$ cat config.mk
export PLATFORM = sky130hd
export DESIGN_NAME = crt_timing_gen
export DESIGN_NICKNAME = d
export VERILOG_FILES = /design/src/rtl/crt_pkg.sv /design/src/rtl/crt_regfile.sv /design/src/rtl/crt_shadow.sv /design/src/rtl/crt_counters.sv /design/src/rtl/crt_timing_gen.sv
export SDC_FILE = /design/constraint.sdc
export NUM_CORES = 1
export LEC_CHECK = 0
export ABC_CLOCK_PERIOD_IN_PS = 3800
export BUFFER_PORTS_ARGS = -buffer_cell sky130_fd_sc_hd__buf_2
export CAP_MARGIN = 5
export CORE_ASPECT_RATIO = 0.9
export CORE_UTILIZATION = 55
export CTS_BUF_LIST = sky130_fd_sc_hd__clkbuf_8 sky130_fd_sc_hd__clkbuf_16
export CTS_CLUSTER_SIZE = 10
export DETAILED_ROUTE_END_ITERATION = 10
export PLACE_DENSITY_LB_ADDON = 0.08
export SETUP_SLACK_MARGIN = 0.02
export SYNTH_ARGS = -nofsm -noshare
export SYNTH_HDL_FRONTEND = slang
export SYNTH_HIERARCHICAL = 1
export SYNTH_SLANG_ARGS = --single-unit
$ cat constraint.sdc
create_clock -name clk -period 3.8 [get_ports clk]
set_input_delay 0.76 -clock clk [delete_from_list [all_inputs] [get_ports clk]]
set_output_delay 0.76 -clock clk [all_outputs]
set_load 0.005 [all_outputs]
$ cat src/rtl/crt_pkg.sv
package crt_pkg;
  // word indices in the register port (word = byte address / 4)
  localparam int unsigned W_HTIM = 0;
  localparam int unsigned W_VTIM = 1;
  localparam int unsigned W_CTRL = 2;
  localparam int unsigned NWORDS = 3;

  // control word bit positions
  localparam int unsigned CTRL_EXT_BIT   = 24;
  localparam int unsigned CTRL_EN_BIT    = 25;
  localparam int unsigned CTRL_DEPTH_LSB = 8;

  // second half of each timing word starts here
  localparam int unsigned UPPER_LSB = 16;

  typedef enum logic [2:0] {
    DEPTH_NONE = 3'd0,
    DEPTH_4P   = 3'd1,
    DEPTH_8P   = 3'd2,
    DEPTH_15   = 3'd3,
    DEPTH_16   = 3'd4,
    DEPTH_24   = 3'd5,
    DEPTH_32   = 3'd6,
    DEPTH_RSVD = 3'd7
  } depth_e;

  // pixels spanned by a count-minus-one character field
  function automatic int unsigned char_span_px(input int unsigned chars_m1,
                                               input int unsigned shift);
    return (chars_m1 + 1) << shift;
  endfunction

  function automatic logic depth_known(input logic [2:0] code);
    return (code != DEPTH_NONE) && (code != DEPTH_RSVD);
  endfunction
endpackage

$ cat src/rtl/crt_regfile.sv
module crt_regfile #(
  parameter int unsigned ADDR_W = 4,
  parameter int unsigned NUM_W  = crt_pkg::NWORDS,
  parameter int unsigned CTRL_W = crt_pkg::W_CTRL,
  parameter int unsigned EN_BIT = crt_pkg::CTRL_EN_BIT
) (
  input  logic                         clk,
  input  logic                         rst_n,
  input  logic                         wr_en,
  input  logic [ADDR_W-1:0]            wr_addr,
  input  logic [7:0]                   wr_data,
  output logic [NUM_W-1:0][31:0]       words,
  output logic                         start_evt,
  output logic                         stop_evt
);
  localparam int unsigned EN_BYTE = EN_BIT / 8;
  localparam int unsigned EN_POS  = EN_BIT % 8;

  logic ctrl_en_byte_wr;

  always_ff @(posedge clk) begin
    if (!rst_n) begin
      words <= '0;
    end else if (wr_en) begin
      for (int w = 0; w < int'(NUM_W); w++) begin
        for (int b = 0; b < 4; b++) begin
          if (wr_addr == ADDR_W'(w * 4 + b)) words[w][b*8 +: 8] <= wr_data;
        end
      end
    end
  end

  assign ctrl_en_byte_wr = wr_en && (wr_addr == ADDR_W'(CTRL_W * 4 + EN_BYTE));
  assign start_evt = ctrl_en_byte_wr && wr_data[EN_POS] && !words[CTRL_W][EN_BIT];
  assign stop_evt  = ctrl_en_byte_wr && !wr_data[EN_POS];
endmodule

$ cat src/rtl/crt_shadow.sv
module crt_shadow #(
  parameter int unsigned H_TOT_W  = 9,
  parameter int unsigned H_DISP_W = 8,
  parameter int unsigned V_W      = 11
) (
  input  logic                clk,
  input  logic                rst_n,
  input  logic                load,
  input  logic [H_TOT_W-1:0]  in_htot,
  input  logic [H_DISP_W-1:0] in_hdisp,
  input  logic [V_W-1:0]      in_vtot,
  input  logic [V_W-1:0]      in_vdisp,
  output logic [H_TOT_W-1:0]  sh_htot,
  output logic [H_DISP_W-1:0] sh_hdisp,
  output logic [V_W-1:0]      sh_vtot,
  output logic [V_W-1:0]      sh_vdisp
);
  always_ff @(posedge clk) begin
    if (!rst_n) begin
      sh_htot  <= '0;
      sh_hdisp <= '0;
      sh_vtot  <= '0;
      sh_vdisp <= '0;
    end else if (load) begin
      sh_htot  <= in_htot;
      sh_hdisp <= in_hdisp;
      sh_vtot  <= in_vtot;
      sh_vdisp <= in_vdisp;
    end
  end
endmodule

$ cat src/rtl/crt_counters.sv
module crt_counters #(
  parameter int unsigned HPX_W = 12,
  parameter int unsigned V_W   = 11
) (
  input  logic             clk,
  input  logic             rst_n,
  input  logic             clear,
  input  logic             step,
  input  logic [HPX_W-1:0] h_last,
  input  logic [V_W-1:0]   v_last,
  output logic [HPX_W-1:0] h_q,
  output logic [V_W-1:0]   v_q,
  output logic             line_end,
  output logic             frame_end
);
  assign line_end  = (h_q == h_last);
  assign frame_end = line_end && (v_q == v_last);

  always_ff @(posedge clk) begin
    if (!rst_n || clear) begin
      h_q <= '0;
      v_q <= '0;
    end else if (step) begin
      if (line_end) begin
        h_q <= '0;
        v_q <= (v_q == v_last) ? '0 : v_q + 1'b1;
      end else begin
        h_q <= h_q + 1'b1;
      end
    end
  end
endmodule

$ cat src/rtl/crt_timing_gen.sv
module crt_timing_gen #(
  parameter int unsigned H_TOT_W    = 9,
  parameter int unsigned H_DISP_W   = 8,
  parameter int unsigned V_W        = 11,
  parameter int unsigned CHAR_SHIFT = 3,
  parameter int unsigned ADDR_W     = 4,
  localparam int unsigned HPX_W     = H_TOT_W + CHAR_SHIFT
) (
  input  logic              clk,
  input  logic              rst_n,
  input  logic              pix_en,
  input  logic              wr_en,
  input  logic [ADDR_W-1:0] wr_addr,
  input  logic [7:0]        wr_data,
  output logic [HPX_W-1:0]  h_count,
  output logic [V_W-1:0]    v_count,
  output logic              active,
  output logic              eol,
  output logic              eof,
  output logic              running,
  output logic              ext_mode,
  output logic [2:0]        depth_code,
  output logic              depth_unsup
);
  import crt_pkg::*;

  logic [NWORDS-1:0][31:0] words;
  logic                    start_evt, stop_evt;
  logic [H_TOT_W-1:0]      sh_htot;
  logic [H_DISP_W-1:0]     sh_hdisp;
  logic [V_W-1:0]          sh_vtot, sh_vdisp;
  logic [HPX_W-1:0]        h_last;
  logic                    line_end, frame_end;
  logic                    frame_wrap, snap_load, cnt_clear;
  logic                    h_in_disp, v_in_disp;

  crt_regfile #(.ADDR_W(ADDR_W), .NUM_W(NWORDS), .CTRL_W(W_CTRL),
                .EN_BIT(CTRL_EN_BIT)) u_regs (
    .clk(clk), .rst_n(rst_n), .wr_en(wr_en), .wr_addr(wr_addr),
    .wr_data(wr_data), .words(words), .start_evt(start_evt), .stop_evt(stop_evt)
  );

  assign running     = words[W_CTRL][CTRL_EN_BIT];
  assign ext_mode    = words[W_CTRL][CTRL_EXT_BIT];
  assign depth_code  = words[W_CTRL][CTRL_DEPTH_LSB +: 3];
  assign depth_unsup = !depth_known(depth_code);

  // snapshot on enable, refresh at each frame wrap
  assign cnt_clear  = !running || stop_evt;
  assign frame_wrap = !cnt_clear && pix_en && frame_end;
  assign snap_load  = start_evt || frame_wrap;

  crt_shadow #(.H_TOT_W(H_TOT_W), .H_DISP_W(H_DISP_W), .V_W(V_W)) u_shadow (
    .clk(clk), .rst_n(rst_n), .load(snap_load),
    .in_htot (words[W_HTIM][H_TOT_W-1:0]),
    .in_hdisp(words[W_HTIM][UPPER_LSB +: H_DISP_W]),
    .in_vtot (words[W_VTIM][V_W-1:0]),
    .in_vdisp(words[W_VTIM][UPPER_LSB +: V_W]),
    .sh_htot(sh_htot), .sh_hdisp(sh_hdisp), .sh_vtot(sh_vtot), .sh_vdisp(sh_vdisp)
  );

  assign h_last = HPX_W'(char_span_px(32'(sh_htot), CHAR_SHIFT) - 1);

  crt_counters #(.HPX_W(HPX_W), .V_W(V_W)) u_cnt (
    .clk(clk), .rst_n(rst_n), .clear(cnt_clear), .step(pix_en),
    .h_last(h_last), .v_last(sh_vtot), .h_q(h_count), .v_q(v_count),
    .line_end(line_end), .frame_end(frame_end)
  );

  assign h_in_disp = 32'(h_count) < char_span_px(32'(sh_hdisp), CHAR_SHIFT);
  assign v_in_disp = v_count <= sh_vdisp;
  assign active    = running && h_in_disp && v_in_disp;
  assign eol       = running && line_end;
  assign eof       = running && frame_end;
endmodule

==> run metrics <==
status=completed; CP Cell Sequence=or2_1, or4_4, a21oi_2, xor2_1, xnor2_1, nand4_1, nor3_2, and4_1, and2_1, buf_2; IO Pins=48; DR vias=4,022; Period Utilization, post-route=94.2%; Worst-path clk slew=0.11 ns; CP max stage delay=0.42 ns; worst slew pin tran=0.755 ns; Die Wd=108 microns; Finished Cell Area=0.00600 sq mm; Hold Vio Cnt, Final=0; Worst Setup End Kind=primary output; maxcap violations=0; CP arrival=2.82 ns; Pwr Density=324 mW/mm^2; largest net degree at the start of global routing=90; YS warnings=6; synthesized area=0.00552 sq mm; All-Layer GR Usage=22.7%; drt drc=0; Inserted Clock Buffers=9; number of port buffers=47; CP required=3.04 ns; gpl congestion=0.808; unrepaired setup endpoints after global routing=false; placed instance area=0.00576 sq mm; # fillers=829; H-tree lvl count=3; wirelength, routed=11,400 microns; critical path class=register to primary output; n_diodes=0; leak pwr=2.37 nW; first-pass GRT wire length=18,700 microns; post-synthesis instance total=588; initial antenna violation count=0; Setup TNS=0 ns; Max Clock Freq=279 MHz; share of layout cells above drive strength 1=14.9%; slowest CP cell=or4_4; die area=0.0104 sq mm; number of global-route vias before repair=3,722; DR pass1 iterations=4; Layout Nets=653; per-cell routed wire length=15.3 microns; post-DR vias/cell=5.40; clk_skew=0.0130 ns; core area=0.00970 sq mm; Slew headroom=49.7%; total design power=1.95 mW; grt ovf=0; syn_area_per_cell=9.39 sq um; clk_lat worst skew=0.37 ns; drt first-iter violations=199; DP HPWL=8330 microns; Die Span Y=97.1 microns; Sink Count=106; worst hold-check path type=register to register; Period minus WS final=3.58 ns; Antenna Nets Post-Route=0; max-slew violations=0; final setup fails=0; synthesis-to-finish area growth=8.58%; clk buf depth=2; clk root buf=clkbuf_8; CTS tree=done; CP Launch Type=register; worst vdd ir=197 uV; floorplan row count=34; Initial Util=57.0%; CP max FO=6
==> cell type report <==
class                      count  area [sq um]  share of cell area, %
multi-input combinational    424          3110                   51.9
sequential                   106          2130                   35.5
timing repair buffer          53           305                   5.09
tap                          126           158                   2.63
clock buffer                   9           124                   2.07
clock inverter                 7          95.1                   1.59
inverter                      20          75.1                   1.25
==> layout by cell type, fill, tap and decap left out, types with 3 or more instances in the layout <==
cell type,n
nor2_4,5
nand2_1,72
nand4_1,17
nand2b_1,6
a211oi_1,3
ha_1,23
buf_4,4
xnor2_1,23
inv_1,20
nor3_1,3
nor2b_1,44
nand3_1,13
and4_1,4
o21ai_0,8
o22ai_1,3
nor2_1,26
dfxtp_1,104
and2_1,8
a32oi_1,7
mux2i_1,85
conb_1,3
o31ai_1,6
clkbuf_8,9
a21oi_1,7
xor2_1,25
buf_2,47
==> critical path: cells and delay by family (launching register included) <==
kind	cells	cell delay [ns]
and+or+nand+nor	6	1.39
DFF	1	0.39
xor gates and xnor gates	2	0.35
AOI/OAI and AO/OA	1	0.17
buffers and inverters	1	0.14
==> state kept, by name, indices dropped and copies added (netlist names) <==
signal             flops
u_regs/words          44
u_cnt/h_q             12
u_cnt/v_q             11
u_shadow/sh_vdisp     11
u_shadow/sh_vtot      11
u_shadow/sh_htot       9
u_shadow/sh_hdisp      8
==> per-stage QoR <==
stage	setup slack, ns	hold slack, ns	util, %	std cells
4_1_cts	0.0320	0.469	61.7	744
2_1_floorplan	0.739	0.434	-	590
5_1_grt	0.0344	0.489	61.8	745
3_5_place_dp	0.267	0.450	59.4	728
3_3_place_gp	0.476	0.443	59.4	728
6_report	0.219	0.468	61.8	745
==> path summary, 6_finish.rpt <==
kind | startpoint | end | slack [ns] | cells past startpoint
max | u_shadow/sh_htot[3] | eof | 0.22 | 10
min | u_regs/words[88] | u_regs/words[88] | 0.47 | 2
max reg2reg | u_shadow/sh_htot[3] | u_shadow/sh_htot[6] | 0.51 | 13
min reg2reg | u_regs/words[88] | u_regs/words[88] | 0.47 | 2
==> report_power, final <==
part	internal, mW	leakage, nW	total [mW]	switching (mW)
Clock	0.324	0.111	0.744	0.420
Combinational	0.0324	1.40	0.0818	0.0495
Sequential	1.12	0.856	1.12	0.00444
Total	1.47	2.37	1.95	0.473
==> per-layer routing <==
metal,routed length (microns),global-route usage (%),up-vias
li1,-,-,2051
met1,5900,32.5,1864
met2,4850,34.4,94
met3,482,4.36,13
met4,155,6.74,0
met5,0,0,-
==> repair_timing <==
item	in CTS	in global routing
setup endpoints to repair	1	5
setup buffers	0	1
cloned	0	0
hold buffers	0	0
pin swaps	0	1
gates resized for setup	1	3
No activity file was read; power rests on OpenSTA's default activity.
